`src/rtl/idec_pkg.sv`:
```
// Package: shared widths, access-mode encoding and the decoded-target record
// used by every module of the internal data address decoder.
package idec_pkg;

    localparam int ADDR_W     = 8;               // operand / RAM address width
    localparam int BANK_W     = 2;               // bank-select width
    localparam int REG_W      = 3;               // working-register index width
    localparam int BIT_W      = 3;               // bit index width
    localparam int BYTE_SEL_W = ADDR_W - 1 - BIT_W; // bytes in the RAM bit field
    localparam logic [ADDR_W-1:0] BIT_BASE = 8'h20; // first bit-capable RAM byte
    localparam int BIT_BYTES  = 1 << BYTE_SEL_W;    // 16 bit-capable RAM bytes

    // Access modes presented by the sequencer.
    typedef enum logic [1:0] {
        MODE_DIRECT   = 2'b00,
        MODE_INDIRECT = 2'b01,
        MODE_REGISTER = 2'b10,
        MODE_BIT      = 2'b11
    } idec_mode_e;

    // One decoded target.
    typedef struct packed {
        logic              ram_en;
        logic [ADDR_W-1:0] ram_addr;
        logic              sfr_en;
        logic [ADDR_W-1:0] sfr_addr;
        logic              bit_en;
        logic [BIT_W-1:0]  bit_idx;
        logic              bit_ok;
    } idec_tgt_t;

    localparam idec_tgt_t TGT_NONE = '0;

    // True when a RAM byte lies inside the bit-capable field.
    function automatic logic ram_bit_capable(input logic [ADDR_W-1:0] a);
        return (a >= BIT_BASE) && (a < BIT_BASE + ADDR_W'(BIT_BYTES));
    endfunction

    // True when an SFR address is a multiple of eight.
    function automatic logic sfr_bit_capable(input logic [ADDR_W-1:0] a);
        return a[BIT_W-1:0] == '0;
    endfunction

endpackage

```
`src/rtl/idec_reg_map.sv`:
```
// Working-register mapper: places register Rn of the selected bank at
// RAM address {bank, n}. Assumes banks are contiguous from address 0 and
// that BANK_W + REG_W does not exceed ADDR_W.
module idec_reg_map
    import idec_pkg::*;
#(
    parameter int AW = ADDR_W,
    parameter int BW = BANK_W,
    parameter int RW = REG_W
) (
    input  logic [BW-1:0] bank,
    input  logic [RW-1:0] reg_idx,
    output logic [AW-1:0] addr
);
    localparam int PAD_W = AW - BW - RW;

    // Concatenate the bank and register index, zero above.
    always_comb begin
        addr = {{PAD_W{1'b0}}, bank, reg_idx};
    end
endmodule

```
`src/rtl/idec_ptr_sel.sv`:
```
// Indirect pointer selector: picks R0 or R1 of the active bank as the RAM
// pointer using the low bit of the register field. Assumes the caller
// supplies the register contents already read for the active bank.
module idec_ptr_sel
    import idec_pkg::*;
#(
    parameter int AW = ADDR_W
) (
    input  logic          pick_r1,
    input  logic [AW-1:0] r0_val,
    input  logic [AW-1:0] r1_val,
    output logic [AW-1:0] ptr
);
    // Two-way pointer multiplexer.
    always_comb begin
        ptr = pick_r1 ? r1_val : r0_val;
    end
endmodule

```
`src/rtl/idec_bit_map.sv`:
```
// Bit-address mapper: turns an 8-bit bit address into a byte target and
// bit index. The lower half addresses the RAM bit field, the upper half
// the SFRs whose address is a multiple of eight.
module idec_bit_map
    import idec_pkg::*;
(
    input  logic [ADDR_W-1:0] bit_addr,
    output idec_tgt_t         tgt
);
    localparam int TOP = ADDR_W - 1;

    // Split the bit address into a byte target and a bit index.
    always_comb begin
        tgt         = TGT_NONE;
        tgt.bit_en  = 1'b1;
        tgt.bit_idx = bit_addr[BIT_W-1:0];
        tgt.bit_ok  = 1'b1;
        if (bit_addr[TOP]) begin
            tgt.sfr_en   = 1'b1;
            tgt.sfr_addr = {bit_addr[TOP:BIT_W], {BIT_W{1'b0}}};
        end else begin
            tgt.ram_en   = 1'b1;
            tgt.ram_addr = BIT_BASE
                         + ADDR_W'(bit_addr[TOP-1:BIT_W]);
        end
    end
endmodule

```
`src/rtl/idec_top.sv`:
```
// Internal data address decoder, top level. Routes one access per cycle to
// scratchpad RAM or the SFR space and registers the result, so outputs
// follow inputs by one clock. Assumes the sequencer supplies R0/R1 of the
// active bank and holds acc_valid low on idle cycles.
module idec_top
    import idec_pkg::*;
(
    input  logic                clk,
    input  logic                rst_n,
    input  logic                acc_valid,
    input  logic [1:0]          acc_mode,
    input  logic [ADDR_W-1:0]   operand,
    input  logic [BANK_W-1:0]   bank_sel,
    input  logic [ADDR_W-1:0]   wreg0,
    input  logic [ADDR_W-1:0]   wreg1,
    output logic                ram_en,
    output logic [ADDR_W-1:0]   ram_addr,
    output logic                sfr_en,
    output logic [ADDR_W-1:0]   sfr_addr,
    output logic                bit_en,
    output logic [BIT_W-1:0]    bit_idx,
    output logic                bit_ok
);
    localparam int TOP = ADDR_W - 1;

    idec_mode_e        mode;
    logic [ADDR_W-1:0] reg_addr;
    logic [ADDR_W-1:0] ptr_addr;
    idec_tgt_t         bit_tgt;
    idec_tgt_t         nxt;
    idec_tgt_t         cur;

    assign mode = idec_mode_e'(acc_mode);

    idec_reg_map u_reg_map (
        .bank    (bank_sel),
        .reg_idx (operand[REG_W-1:0]),
        .addr    (reg_addr)
    );

    idec_ptr_sel u_ptr_sel (
        .pick_r1 (operand[0]),
        .r0_val  (wreg0),
        .r1_val  (wreg1),
        .ptr     (ptr_addr)
    );

    idec_bit_map u_bit_map (
        .bit_addr (operand),
        .tgt      (bit_tgt)
    );

    // Choose the decoded target for the presented access mode.
    always_comb begin
        nxt = TGT_NONE;
        if (acc_valid) begin
            case (mode)
                MODE_DIRECT: begin
                    if (operand[TOP]) begin
                        nxt.sfr_en   = 1'b1;
                        nxt.sfr_addr = operand;
                        nxt.bit_ok   = sfr_bit_capable(operand);
                    end else begin
                        nxt.ram_en   = 1'b1;
                        nxt.ram_addr = operand;
                        nxt.bit_ok   = ram_bit_capable(operand);
                    end
                end
                MODE_INDIRECT: begin
                    nxt.ram_en   = 1'b1;
                    nxt.ram_addr = ptr_addr;
                    nxt.bit_ok   = ram_bit_capable(ptr_addr);
                end
                MODE_REGISTER: begin
                    nxt.ram_en   = 1'b1;
                    nxt.ram_addr = reg_addr;
                    nxt.bit_ok   = ram_bit_capable(reg_addr);
                end
                MODE_BIT: begin
                    nxt = bit_tgt;
                end
                default: nxt = TGT_NONE;
            endcase
        end
    end

    // Output register with synchronous active-low reset.
    always_ff @(posedge clk) begin
        if (!rst_n) cur <= TGT_NONE;
        else        cur <= nxt;
    end

    assign ram_en   = cur.ram_en;
    assign ram_addr = cur.ram_addr;
    assign sfr_en   = cur.sfr_en;
    assign sfr_addr = cur.sfr_addr;
    assign bit_en   = cur.bit_en;
    assign bit_idx  = cur.bit_idx;
    assign bit_ok   = cur.bit_ok;

    // R9: RAM and SFR targets are exclusive.
    a_r9_one_target: assert property (@(posedge clk) disable iff (!rst_n)
        $onehot0({ram_en, sfr_en}));

    // R2: upper-half direct access always lands in the SFR space.
    a_r2_direct_upper_sfr: assert property (@(posedge clk) disable iff (!rst_n)
        (acc_valid && acc_mode == 2'b00 && operand[TOP])
        |=> (sfr_en && !ram_en && sfr_addr == $past(operand)));

    // R1: lower-half direct access lands in RAM at the operand.
    a_r1_direct_lower_ram: assert property (@(posedge clk) disable iff (!rst_n)
        (acc_valid && acc_mode == 2'b00 && !operand[TOP])
        |=> (ram_en && !sfr_en && ram_addr == $past(operand)));

    // R3: indirect access follows the selected pointer register.
    a_r3_indirect_ptr: assert property (@(posedge clk) disable iff (!rst_n)
        (acc_valid && acc_mode == 2'b01)
        |=> (ram_en && ram_addr == ($past(operand[0]) ? $past(wreg1) : $past(wreg0))));

    // R4: register access keeps the bank bits and stays below the bit field.
    a_r4_reg_bank: assert property (@(posedge clk) disable iff (!rst_n)
        (acc_valid && acc_mode == 2'b10)
        |=> (ram_en && ram_addr < BIT_BASE && ram_addr[4:3] == $past(bank_sel)));

    // R7: a bit strobe only reaches a bit-capable byte.
    a_r7_bit_target_capable: assert property (@(posedge clk) disable iff (!rst_n)
        bit_en |-> (bit_ok && ((sfr_en && sfr_addr[2:0] == 3'b000)
                   || (ram_en && ram_addr[7:4] == 4'h2))));

    // R8: an idle cycle clears every strobe.
    a_r8_idle_clear: assert property (@(posedge clk) disable iff (!rst_n)
        !acc_valid |=> (!ram_en && !sfr_en && !bit_en && bit_idx == '0));

endmodule

```
`config.mk`:
```
export PLATFORM = sky130hd
export DESIGN_NAME = idec_top
export DESIGN_NICKNAME = d
export VERILOG_FILES = /design/src/rtl/idec_pkg.sv /design/src/rtl/idec_reg_map.sv /design/src/rtl/idec_ptr_sel.sv /design/src/rtl/idec_bit_map.sv /design/src/rtl/idec_top.sv
export SDC_FILE = /design/constraint.sdc
export NUM_CORES = 1
export LEC_CHECK = 0
export ABC_AREA = 1
export ABC_CLOCK_PERIOD_IN_PS = 2100
export BUFFER_PORTS_ARGS = -buffer_cell sky130_fd_sc_hd__buf_4
export CORE_ASPECT_RATIO = 2
export CORE_UTILIZATION = 40
export DETAILED_ROUTE_END_ITERATION = 16
export PLACE_DENSITY_LB_ADDON = 0.25
export SETUP_SLACK_MARGIN = 0.02
export SYNTH_ARGS = -nofsm -noshare
export SYNTH_HDL_FRONTEND = slang
export SYNTH_SLANG_ARGS = --single-unit
```
`constraint.sdc`:
```
create_clock -name clk -period 2.1 [get_ports clk]
set_input_delay 0.525 -clock clk [delete_from_list [all_inputs] [get_ports clk]]
set_output_delay 0.525 -clock clk [all_outputs]
set_load 0.05 [all_outputs]
```
# Word-level counts from Yosys, hierarchy flattened
# Index checks and enable logic that the tools add are counted.
[op_classes]
n_eq_ne = 3
n_addsub = 1
reduce_logical = 7
n_mux = 10
magnitude_cmp = 6
[ops]
columns = ["operator", "count"]
rows = [
  ["9-bit 2-to-1 mux", 4],
  ["9-bit one-hot mux with 4 select lines", 1],
  ["9-bit one-hot mux with 2 select lines", 1],
  ["8-bit by 6-bit >= comparator with 1-bit output (second input constant)", 2],
  ["8-bit by 6-bit < comparator with 1-bit output (second input constant)", 2],
  ["8-bit 2-to-1 mux", 1],
  ["6-bit by 4-bit adder with 7-bit output (first input constant)", 1],
  ["5-bit by 6-bit >= comparator with 1-bit output (second input constant)", 1],
  ["5-bit by 6-bit < comparator with 1-bit output (second input constant)", 1],
  ["2-bit == test (second input constant)", 2],
  ["4-bit 2-to-1 mux", 1],
  ["1-bit one-hot mux with 4 select lines", 1],
  ["1-bit logical AND", 3],
  ["3-bit zero test", 1],
  ["3-bit AND reduction", 1],
  ["2-bit by 1-bit == test with 1-bit output (second input constant)", 1],
  ["2-bit zero test", 1],
  ["2-bit AND reduction", 1],
  ["1-bit 2-to-1 mux", 1],
]
[word_totals]
output_inout_bits = 23
in_bits = 31
regBits = 23
word_cells = 34

# Depth between registers and ports, before layout
# Gate-level depths: netlist of the first run.
[depth]
ltp_word = 4
ltp_mapped = 8
ltp_nobuf = 8

# Hierarchy
# Synthesis of the first run repeated with hierarchy kept, for this count alone.
[hier_totals]
hier_cells = 229
hier_area_um2 = 1453.9
[modules_own_cells]
columns = ["mod", "area_each_um2", "cells_per_inst", "seq_area_each_um2", "instances"]
rows = [
  ["idec_top", 1097.3, 160, 460.4, 1],
  ["idec_bit_map", 187.7, 34, 0.0, 1],
  ["idec_ptr_sel", 105.1, 26, 0.0, 1],
  ["idec_reg_map", 63.8, 9, 0.0, 1],
]

# Least setup slack after synthesis of the first run
# OpenSTA, ideal clock, no wires.
[synth_path]
path_type = "flip-flop to output port"
startpoint = "reg sfr_en (netlist name)"
endpoint = "out sfr_addr[7]"
t_arrival_ps = 894
n_path_buf = 1
path_stages_with_launch = 2
setup_slack_ps = 681
t_required_ps = 1575
cell_sequence = "dfxtp_1 -> buf_4"
[synth_lines]
columns = ["item", "line", "rtl"]
rows = [
  ["end: declaration", "idec_top.sv:19", "output logic [ADDR_W-1:0] sfr_addr,"],
]

# Worst setup path after layout of the first run
[layout_path]
startpoint = "in acc_mode[0]"
endpoint = "reg cur (netlist bit ram_addr[4])"
[layout_between]
elab_chain_len = 2
elab_cells_between_ends = 5
classes_between = "eq/ne (3); mux (1); reduce/logical (1)"
[layout_lines]
columns = ["item", "line", "rtl"]
rows = [
  ["start: declaration", "idec_top.sv:11", "input logic [1:0] acc_mode,"],
  ["2-bit == test, or another cell as far along", "idec_top.sv:57", "case (mode)"],
  ["9-bit one-hot mux with 4 select lines (*)", "idec_top.sv:57", ""],
  ["end signal: assignment", "idec_top.sv:90", "else cur <= nxt;"],
  ["end: declaration", "idec_top.sv:31", "idec_tgt_t cur;"],
]
# Mark *: on every way between the ends. The rest lies on a longest branch, timed or not.
# A chain may end at the register's enable or synchronous reset.

==> summary.txt, run 1 <==
Status
  – Outcome: finished clean

STA
  – Setup TNS: 0 ns
  – Count of pins over their slew limit: 0
  – Unrepaired setup endpoints after global routing: no
  – Period minus WS final: 1.43 ns
  – Worst slew margin: 0.769
  – Fin crit share: 0.679
  – Tightest Pin Transition: 0.347 ns
  – Hold Fails Final Rpt: 0
  – Final-report setup violation count: 0
  – Max Clk Rate: 701 MHz

Layout
  – Number of diodes: 0
  – Layout cell share with drive strength beyond 1: 0.343
  – Layout Cell Area excl Fill: 1530 um^2
  – Commonest non-fill, non-tap cell in the layout: buf_4
  – Layout fillers: 253
  – Nets: 240
  – Commonest cells after routing, fill and taps aside: buf_4, nand2_1, inv_1
  – Synth-to-Final Area Change: 41.2%

Critical path
  – Crit end category: register
  – Critical path class: in2reg
  – Top fanout value on the critical path: 11
  – Startpoint types: input pin
  – Worst Path Required: roughly 2.3 ns
  – Worst EP arrival: 1.58 ns

Placement
  – Routability-driven placement congestion ratio: 0.896
  – Placed instance area: 1470 um^2
  – Detailed Place HPWL: 2180 um
  – IO Port Bufs: 53

Clocking
  – CTS tree: done
  – CTS Buffer Depth: 2
  – # hold bufs at CTS: 0
  – Worst-path clk slew: 0.07 ns
  – Post-CTS setup buffer count: 0
  – CTS Sinks: 22
  – CTS buffer count: 3
  – Post-cts sizing count: 0
  – Clk root buf: clkbuf_8
  – H-Tree Depth: 1

Yosys
  – Most area-hungry cell type in the Yosys netlist: dfxtp_1
  – Adder-cell share of the synthesized area: 0.0463
  – Main combinational cell family by area after synthesis: simple AND/OR/NAND/NOR gates
  – Syn Nets: 187
  – Yosys warnings: 0
  – Synth top area cells: dfxtp_1, nand2_1, inv_1
  – Post-Synth XOR/XNOR Area: 0
  – Cell area after synthesis: approximately 1100 um^2
  – Post-synthesis mux area share: 0
  – Synth unique cells: 22
  – Yosys reg bits: 22
  – Complex-gate fraction of the synthesized area: 0.0775
  – Synth Area in Simple Gates: 0.331
  – Post-synthesis sequential area ratio: 0.407
  – Avg Inst Size Synth: around 7.1 um^2
  – Yosys top cell area share: 0.407
  – Post-synthesis instance total: 152

Job
  – Max Cap Viol: 0

Routing
  – Final wirelength: 2640 um
  – DRT iter0 DRCs: 24
  – Via density: between 4 and 5
  – Via Count: ~1100
  – DRC violations left: 0
  – Drt first pass iters: 4
  – Detail Route Antenna Nets: 0
  – Wire per inst: roughly 11 um

Worst hold path
  – Worst Hold End: sfr_addr[3]
  – Min-delay src: operand[3]
  – Hold Path Stages: 3
  – Hold/Removal Path Class: in2reg

Floorplanning
  – Chip width: 38.8 um
  – Chip height: 75.5 um
  – Core Region: 2570 um^2
  – Area of the die: 2930 um^2
  – Initial Util: 0.421
  – Ports: 54
  – Row count: 26

Global routing
  – Grt ovf: 0
  – Largest net degree at the start of global routing: 15
  – GRT Total Usage: 0.200
  – First-pass GRT wire length: 4200 um
  – Initial antenna violation count: 0
  – Vias in the first global route: 1068

Power
  – Worst VDD drop: 0.000287 V
  – Power density cells: 605 nW/um^2
  – Leak Pwr: around 0.83 nW
routing by layer:
layer	GRT usage	part of all wire	vias up
li1	-	-	567
met1	0.199	0.37	522
met2	0.380	0.57	41
met3	0.0233	0.038	8
met4	0.0996	0.018	0
met5	0	0	-
synth_stat cells (all sizes together):
| cell | n |
|---|---|
| nand2 | 43 |
| inv | 26 |
| dfxtp | 22 |
| nor2 | 17 |
| nand3 | 13 |
| a21oi | 10 |
| o21ai | 6 |
| buf | 5 |
| ha | 4 |
| nor4 | 3 |
| nor3 | 2 |
| clkinv | 1 |
cell families after synthesis:
family          Yosys count
buf+inv                  32
flops                    22
fa+ha+maj                 4
compound gates           16
simple gates             78
stage by stage:
step	util	cells	setup WS (ns)	total power, W	hold WS (ns)
floorplan	-	152	0.681	0.000559	0.637
global placement	0.573	228	0.477	0.000635	0.771
detailed placement	0.573	228	0.427	0.000638	0.774
CTS	0.594	232	0.703	0.000929	0.503
global route	0.594	232	0.538	0.000959	0.512
finish	0.594	232	0.674	0.000923	0.504
registers in the layout, summed over array words and instances, names as in the netlist:
| signal | cells |
|---|---|
| bit_en | 1 |
| bit_idx | 3 |
| bit_ok | 1 |
| ram_addr | 8 |
| ram_en | 1 |
| sfr_addr | 7 |
| sfr_en | 1 |
area by class of cell:
type	instances	area, um^2	area share
Clock buffer	4	55.1	0.0361
Inverter	27	106	0.0697
Multi-Input combinational cell	98	492	0.322
Sequential cell	22	440	0.289
Tap cell	28	35.0	0.0230
Timing Repair Buffer	53	398	0.261
power by group:
group          internal (W)  switching (W)
Sequential         0.000427     0.00000293
Combinational     0.0000780       0.000120
Clock              0.000167       0.000128
worst max-delay path: stages:
cell,delay (ns)
buf_4,0.12
inv_1,0.07
ha_1,0.30
inv_1,0.24
nand3_1,0.11
o21ai_0,0.08
nand2_1,0.06
o21ai_0,0.06
worst max-delay path by stage:
stage | from | endpoint | slack [ns] | depth (start not counted)
floorplan | sfr_en | sfr_addr[7] | 0.68 | 1
global placement | acc_mode[0] | ram_addr[4] | 0.48 | 8
detailed placement | acc_mode[0] | sfr_addr[1] | 0.43 | 5
CTS | acc_mode[0] | ram_addr[4] | 0.70 | 8
global route | acc_mode[0] | sfr_addr[0] | 0.54 | 5
finish | acc_mode[0] | ram_addr[4] | 0.67 | 8
Note: power is estimated with default switching activity, not from simulation.
==> inputs of run 2 (changes only) <==
--- a/config.mk
+++ b/config.mk
@@ -6,7 +6,7 @@
 export NUM_CORES = 1
 export LEC_CHECK = 0
 export ABC_AREA = 1
-export ABC_CLOCK_PERIOD_IN_PS = 2100
+export ABC_CLOCK_PERIOD_IN_PS = 1250
 export BUFFER_PORTS_ARGS = -buffer_cell sky130_fd_sc_hd__buf_4
 export CORE_ASPECT_RATIO = 2
 export CORE_UTILIZATION = 40
==> constraint.sdc (replaced) <==
create_clock -name clk -period 1.25 [get_ports clk]
set_input_delay 0.3125 -clock clk [delete_from_list [all_inputs] [get_ports clk]]
set_output_delay 0.3125 -clock clk [all_outputs]
set_load 0.05 [all_outputs]
==> summary.txt, run 2 (synthesized netlist as in run 1, its figures left out) <==
Critical path
  – Top fanout value on the critical path: 2
  – Slowest cell delay on critical path: 0.33 ns
  – Worst Path Required: 0.94 ns
  – Slowest CP cell: dfxtp_1
  – Crit end category: output pin
  – CP top delay family: flip-flops
  – Startpoint types: register
  – Worst EP arrival: 0.80 ns
  – Crit path buf inv count: 1
  – Worst path cell trace: buf_4
  – Critical path class: reg2out

Global routing
  – Vias in the first global route: roughly 1100
  – Initial antenna violation count: 0
  – GRT Total Usage: 0.214
  – Grt ovf: 0
  – First-pass GRT wire length: 4400 um
  – Largest net degree at the start of global routing: 15

Routing
  – Via density: 4.77
  – Wire per inst: 11.4 um
  – Via Count: 1136
  – Final wirelength: 2720 um
  – Drt first pass iters: 4
  – DRT iter0 DRCs: 23
  – DRC violations left: 0
  – Detail Route Antenna Nets: 0

Power
  – Comb power frac: 0.221
  – Leak Pwr: between 0.8 and 0.9 nW
  – Switching power share of the total: 0.274
  – Int Pwr: 0.00114 W
  – Power density cells: 1000 nW/um^2
  – Clock power frac: 0.320
  – Worst VDD drop: 0.000506 V
  – Sequential power share: 0.459
  – Sw power: 0.000432 W

Layout
  – Layout Cell Area excl Fill: 1570 um^2
  – Seq. cell area: 440 um^2
  – Cell Count, Final, Fillers Out: between 200 and 250
  – Max FFs per register: 8
  – Multi-input gate area: 492 um^2
  – Layout fillers: 249
  – Commonest non-fill, non-tap cell in the layout: buf_4
  – Nets: 246
  – Synth-to-Final Area Change: 45.4%
  – Commonest cells after routing, fill and taps aside: buf_4, nand2_1, inv_1
  – Number of diodes: 0
  – Layout cell share with drive strength beyond 1: 0.362

Placement
  – Routability-driven placement congestion ratio: 0.901
  – Detailed Place HPWL: about 2300 um
  – IO Port Bufs: between 50 and 60
  – Placed instance area: 1520 um^2
  – Dpl cells: about 230

Floorplanning
  – Ports: 54
  – Chip width: 38.8 um
  – Initial Util: 0.421
  – Chip height: between 70 and 80 um
  – Row count: 26
  – Area of the die: 2930 um^2
  – Core Region: 2570 um^2

STA
  – Period minus WS final: 1.11 ns
  – Unrepaired setup endpoints after global routing: no
  – Tightest Pin Transition: 0.338 ns
  – Hold Fails Final Rpt: 0
  – Worst slew margin: 0.772
  – Final-report setup violation count: 0
  – Fin crit share: 0.888
  – Max Clk Rate: between 900 and 1000 MHz
  – Count of pins over their slew limit: 0

Clocking
  – CTS Sinks: 22
  – Clk root buf: clkbuf_8
  – H-Tree Depth: 1
  – CTS buffer count: 3
  – # hold bufs at CTS: 0
  – Post-cts sizing count: 0
  – CTS Buffer Depth: 2
  – Post-CTS setup buffer count: 0
  – CTS tree: done
  – Worst-path clk slew: approximately 0.07 ns

Status
  – Outcome: finished clean

Worst hold path
  – Hold/Removal Path Class: in2reg

Job
  – Max Cap Viol: 0
[run 2: cell count changes in the layout (fill, tap and decap cells not counted), sizes merged]
cell  change
buf       +6
[run 2: final timing paths]
path                        from           to  slack [ns]  depth (start not counted)
worst max-delay path      sfr_en  sfr_addr[7]        0.14                          1
worst min-delay path  operand[3]  sfr_addr[3]        0.29                          3
[run 2: final cells by class]
type / instances / area share
timing repair buffer: 59 / 0.282
sequential: 22 / 0.280
inverter: 27 / 0.0677
tap: 28 / 0.0223
multi-input combinational: 98 / 0.313
clock buffer: 4 / 0.0350
[run 2: per-layer routing]
metal	track usage	up-vias	share of wire
met5	0	-	0
met4	0.169	0	0.045
met3	0.0204	11	0.039
met2	0.380	44	0.56
met1	0.211	501	0.35
li1	-	580	-
[run 2: per-stage QoR]
stage	util	hold WS, ns	worst slack (ns)	total power (W)	setup TNS [ns]
2_1_floorplan	-	0.425	0.0432	0.000939	0
3_3_place_gp	0.590	0.558	-0.0380	0.00108	-0.274
3_5_place_dp	0.590	0.562	-0.0857	0.00109	-0.773
4_1_cts	0.611	0.283	0.130	0.00159	0
5_1_grt	0.611	0.281	0.0500	0.00166	0
6_report	0.611	0.289	0.140	0.00157	0
[run 2: power by group through the flow]
| stage | combinational [W] | sequential [W] | clock, W |
|---|---|---|---|
| 4_1_cts | 0.000350 | 0.000723 | 0.000514 |
| 3_3_place_gp | 0.000342 | 0.000739 | 0 |
| 6_report | 0.000348 | 0.000723 | 0.000504 |
| 2_1_floorplan | 0.000139 | 0.000801 | 0 |
| 3_5_place_dp | 0.000348 | 0.000739 | 0 |
| 5_1_grt | 0.000382 | 0.000724 | 0.000552 |
==> inputs of run 3 (changes only) <==
--- a/config.mk
+++ b/config.mk
@@ -6,7 +6,7 @@
 export NUM_CORES = 1
 export LEC_CHECK = 0
 export ABC_AREA = 1
-export ABC_CLOCK_PERIOD_IN_PS = 1250
+export ABC_CLOCK_PERIOD_IN_PS = 1400
 export BUFFER_PORTS_ARGS = -buffer_cell sky130_fd_sc_hd__buf_4
 export CORE_ASPECT_RATIO = 2
 export CORE_UTILIZATION = 40
==> constraint.sdc (replaced) <==
create_clock -name clk -period 1.4 [get_ports clk]
set_input_delay 0.35 -clock clk [delete_from_list [all_inputs] [get_ports clk]]
set_output_delay 0.35 -clock clk [all_outputs]
set_load 0.05 [all_outputs]
==> summary.txt, run 3 (synthesized netlist as in run 1, its figures left out) <==
Clocking
  – Post-CTS setup buffer count: 0
  – Clk root buf: clkbuf_8
  – CTS Sinks: 22
  – # hold bufs at CTS: 0
  – CTS Buffer Depth: 2
  – H-Tree Depth: 1
  – Post-cts sizing count: 0
  – CTS tree: done
  – Worst-path clk slew: 0.07 ns
  – CTS buffer count: 3

Power
  – Sw power: 0.000365 W
  – Comb power frac: 0.230
  – Sequential power share: 0.488
  – Leak Pwr: 0.838 nW
  – Final Power: ~0.0013 W
  – Clock power frac: 0.281
  – Power density cells: 857 nW/um^2
  – Switching power share of the total: 0.276
  – Worst VDD drop: about 0.00037 V
  – Int Pwr: ~0.00096 W

Critical path
  – Startpoint types: register
  – Critical path class: reg2out
  – Crit end category: output pin
  – Slowest CP cell: dfxtp_1
  – Worst Path Required: 1.05 ns
  – Top fanout value on the critical path: 2
  – CP top delay family: flip-flops
  – Crit path buf inv count: 1
  – Worst EP arrival: 0.78 ns
  – Worst path cell trace: buf_4
  – Slowest cell delay on critical path: between 0.3 and 0.4 ns

Worst hold path
  – Hold/Removal Path Class: in2reg
  – Hold Path Stages: 3
  – Worst Hold End: sfr_addr[5]
  – Min-delay src: operand[5]

Global routing
  – Initial antenna violation count: 0
  – Vias in the first global route: 1032
  – GRT Total Usage: 0.191
  – Grt ovf: 0
  – First-pass GRT wire length: 4030 um
  – Largest net degree at the start of global routing: 15

Floorplanning
  – Row count: 26
  – Chip width: between 30 and 40 um
  – Chip height: 75.5 um
  – Initial Util: 0.421
  – Area of the die: about 2900 um^2
  – Ports: 54
  – Core Region: 2570 um^2

Routing
  – Via Count: 1114
  – Via density: 4.74
  – Wire per inst: 11.0 um
  – DRC violations left: 0
  – DRT iter0 DRCs: 30
  – Drt first pass iters: 5
  – Detail Route Antenna Nets: 0
  – Final wirelength: 2590 um

STA
  – Unrepaired setup endpoints after global routing: no
  – Period minus WS final: around 1.1 ns
  – Fin crit share: 0.807
  – Worst slew margin: 0.822
  – Setup TNS: 0 ns
  – Tightest Pin Transition: 0.264 ns
  – Count of pins over their slew limit: 0
  – Hold Fails Final Rpt: 0
  – Max Clk Rate: 885 MHz
  – Final-report setup violation count: 0

Layout
  – Max FFs per register: 8
  – Nets: 244
  – Commonest cells after routing, fill and taps aside: buf_4, nand2_1, inv_1
  – Layout fillers: about 250
  – Synth-to-Final Area Change: 42.7%
  – Number of diodes: 0
  – Commonest non-fill, non-tap cell in the layout: buf_4
  – Layout cell share with drive strength beyond 1: 0.353

Placement
  – IO Port Bufs: 53
  – Detailed Place HPWL: roughly 2200 um
  – Routability-driven placement congestion ratio: 0.955

Job
  – Max Cap Viol: 0

Status
  – Outcome: finished clean
## run 3: worst max-delay path by stage
stage                 from          end  slack, ns  depth (start not counted)
4_1_cts             sfr_en       sfr_en       0.26                          1
3_3_place_gp   acc_mode[0]  ram_addr[3]       0.07                          8
2_1_floorplan       sfr_en  sfr_addr[7]       0.16                          1
5_1_grt        acc_mode[0]  sfr_addr[3]       0.22                          6
6_report            sfr_en       sfr_en       0.27                          1
3_5_place_dp   acc_mode[0]  ram_addr[2]       0.03                          7
## run 3: final cells by class
| type | instances | area, um^2 | area share |
|---|---|---|---|
| Multi-Input combinational cell | 98 | 492 | 0.319 |
| Sequential cell | 22 | 440 | 0.285 |
| Clock buffer | 3 | 41.3 | 0.0268 |
| Timing Repair Buffer | 57 | 428 | 0.277 |
| Tap cell | 28 | 35.0 | 0.0227 |
| Inverter | 27 | 106 | 0.0689 |
## run 3: metrics by stage
step            util  instances  area (um^2)  setup WS, ns  hold slack, ns
6_report       0.600        235         1540         0.270           0.336
4_1_cts        0.600        235         1540         0.260           0.334
3_3_place_gp   0.584        232         1500        0.0694           0.599
5_1_grt        0.600        235         1540         0.216           0.349
3_5_place_dp   0.584        232         1500        0.0333           0.596
2_1_floorplan      -        152         1080         0.156           0.462
## run 3: routing by layer
metal	share of wire	wire length (um)	vias up	global-route usage
met5	0	0	-	0
met4	0.024	63	0	0.107
met3	0.048	125	6	0.0146
met2	0.56	1460	44	0.359
met1	0.36	942	489	0.193
li1	-	-	575	-
## run 3: power by group through the flow
stage / registers [W] / clock network [W] / logic, W
2_1_floorplan: 0.000715 / 0 / 0.000124
3_3_place_gp: 0.000659 / 0 / 0.000300
3_5_place_dp: 0.000660 / 0 / 0.000305
4_1_cts: 0.000645 / 0.000382 / 0.000306
5_1_grt: 0.000646 / 0.000403 / 0.000333
6_report: 0.000645 / 0.000372 / 0.000305
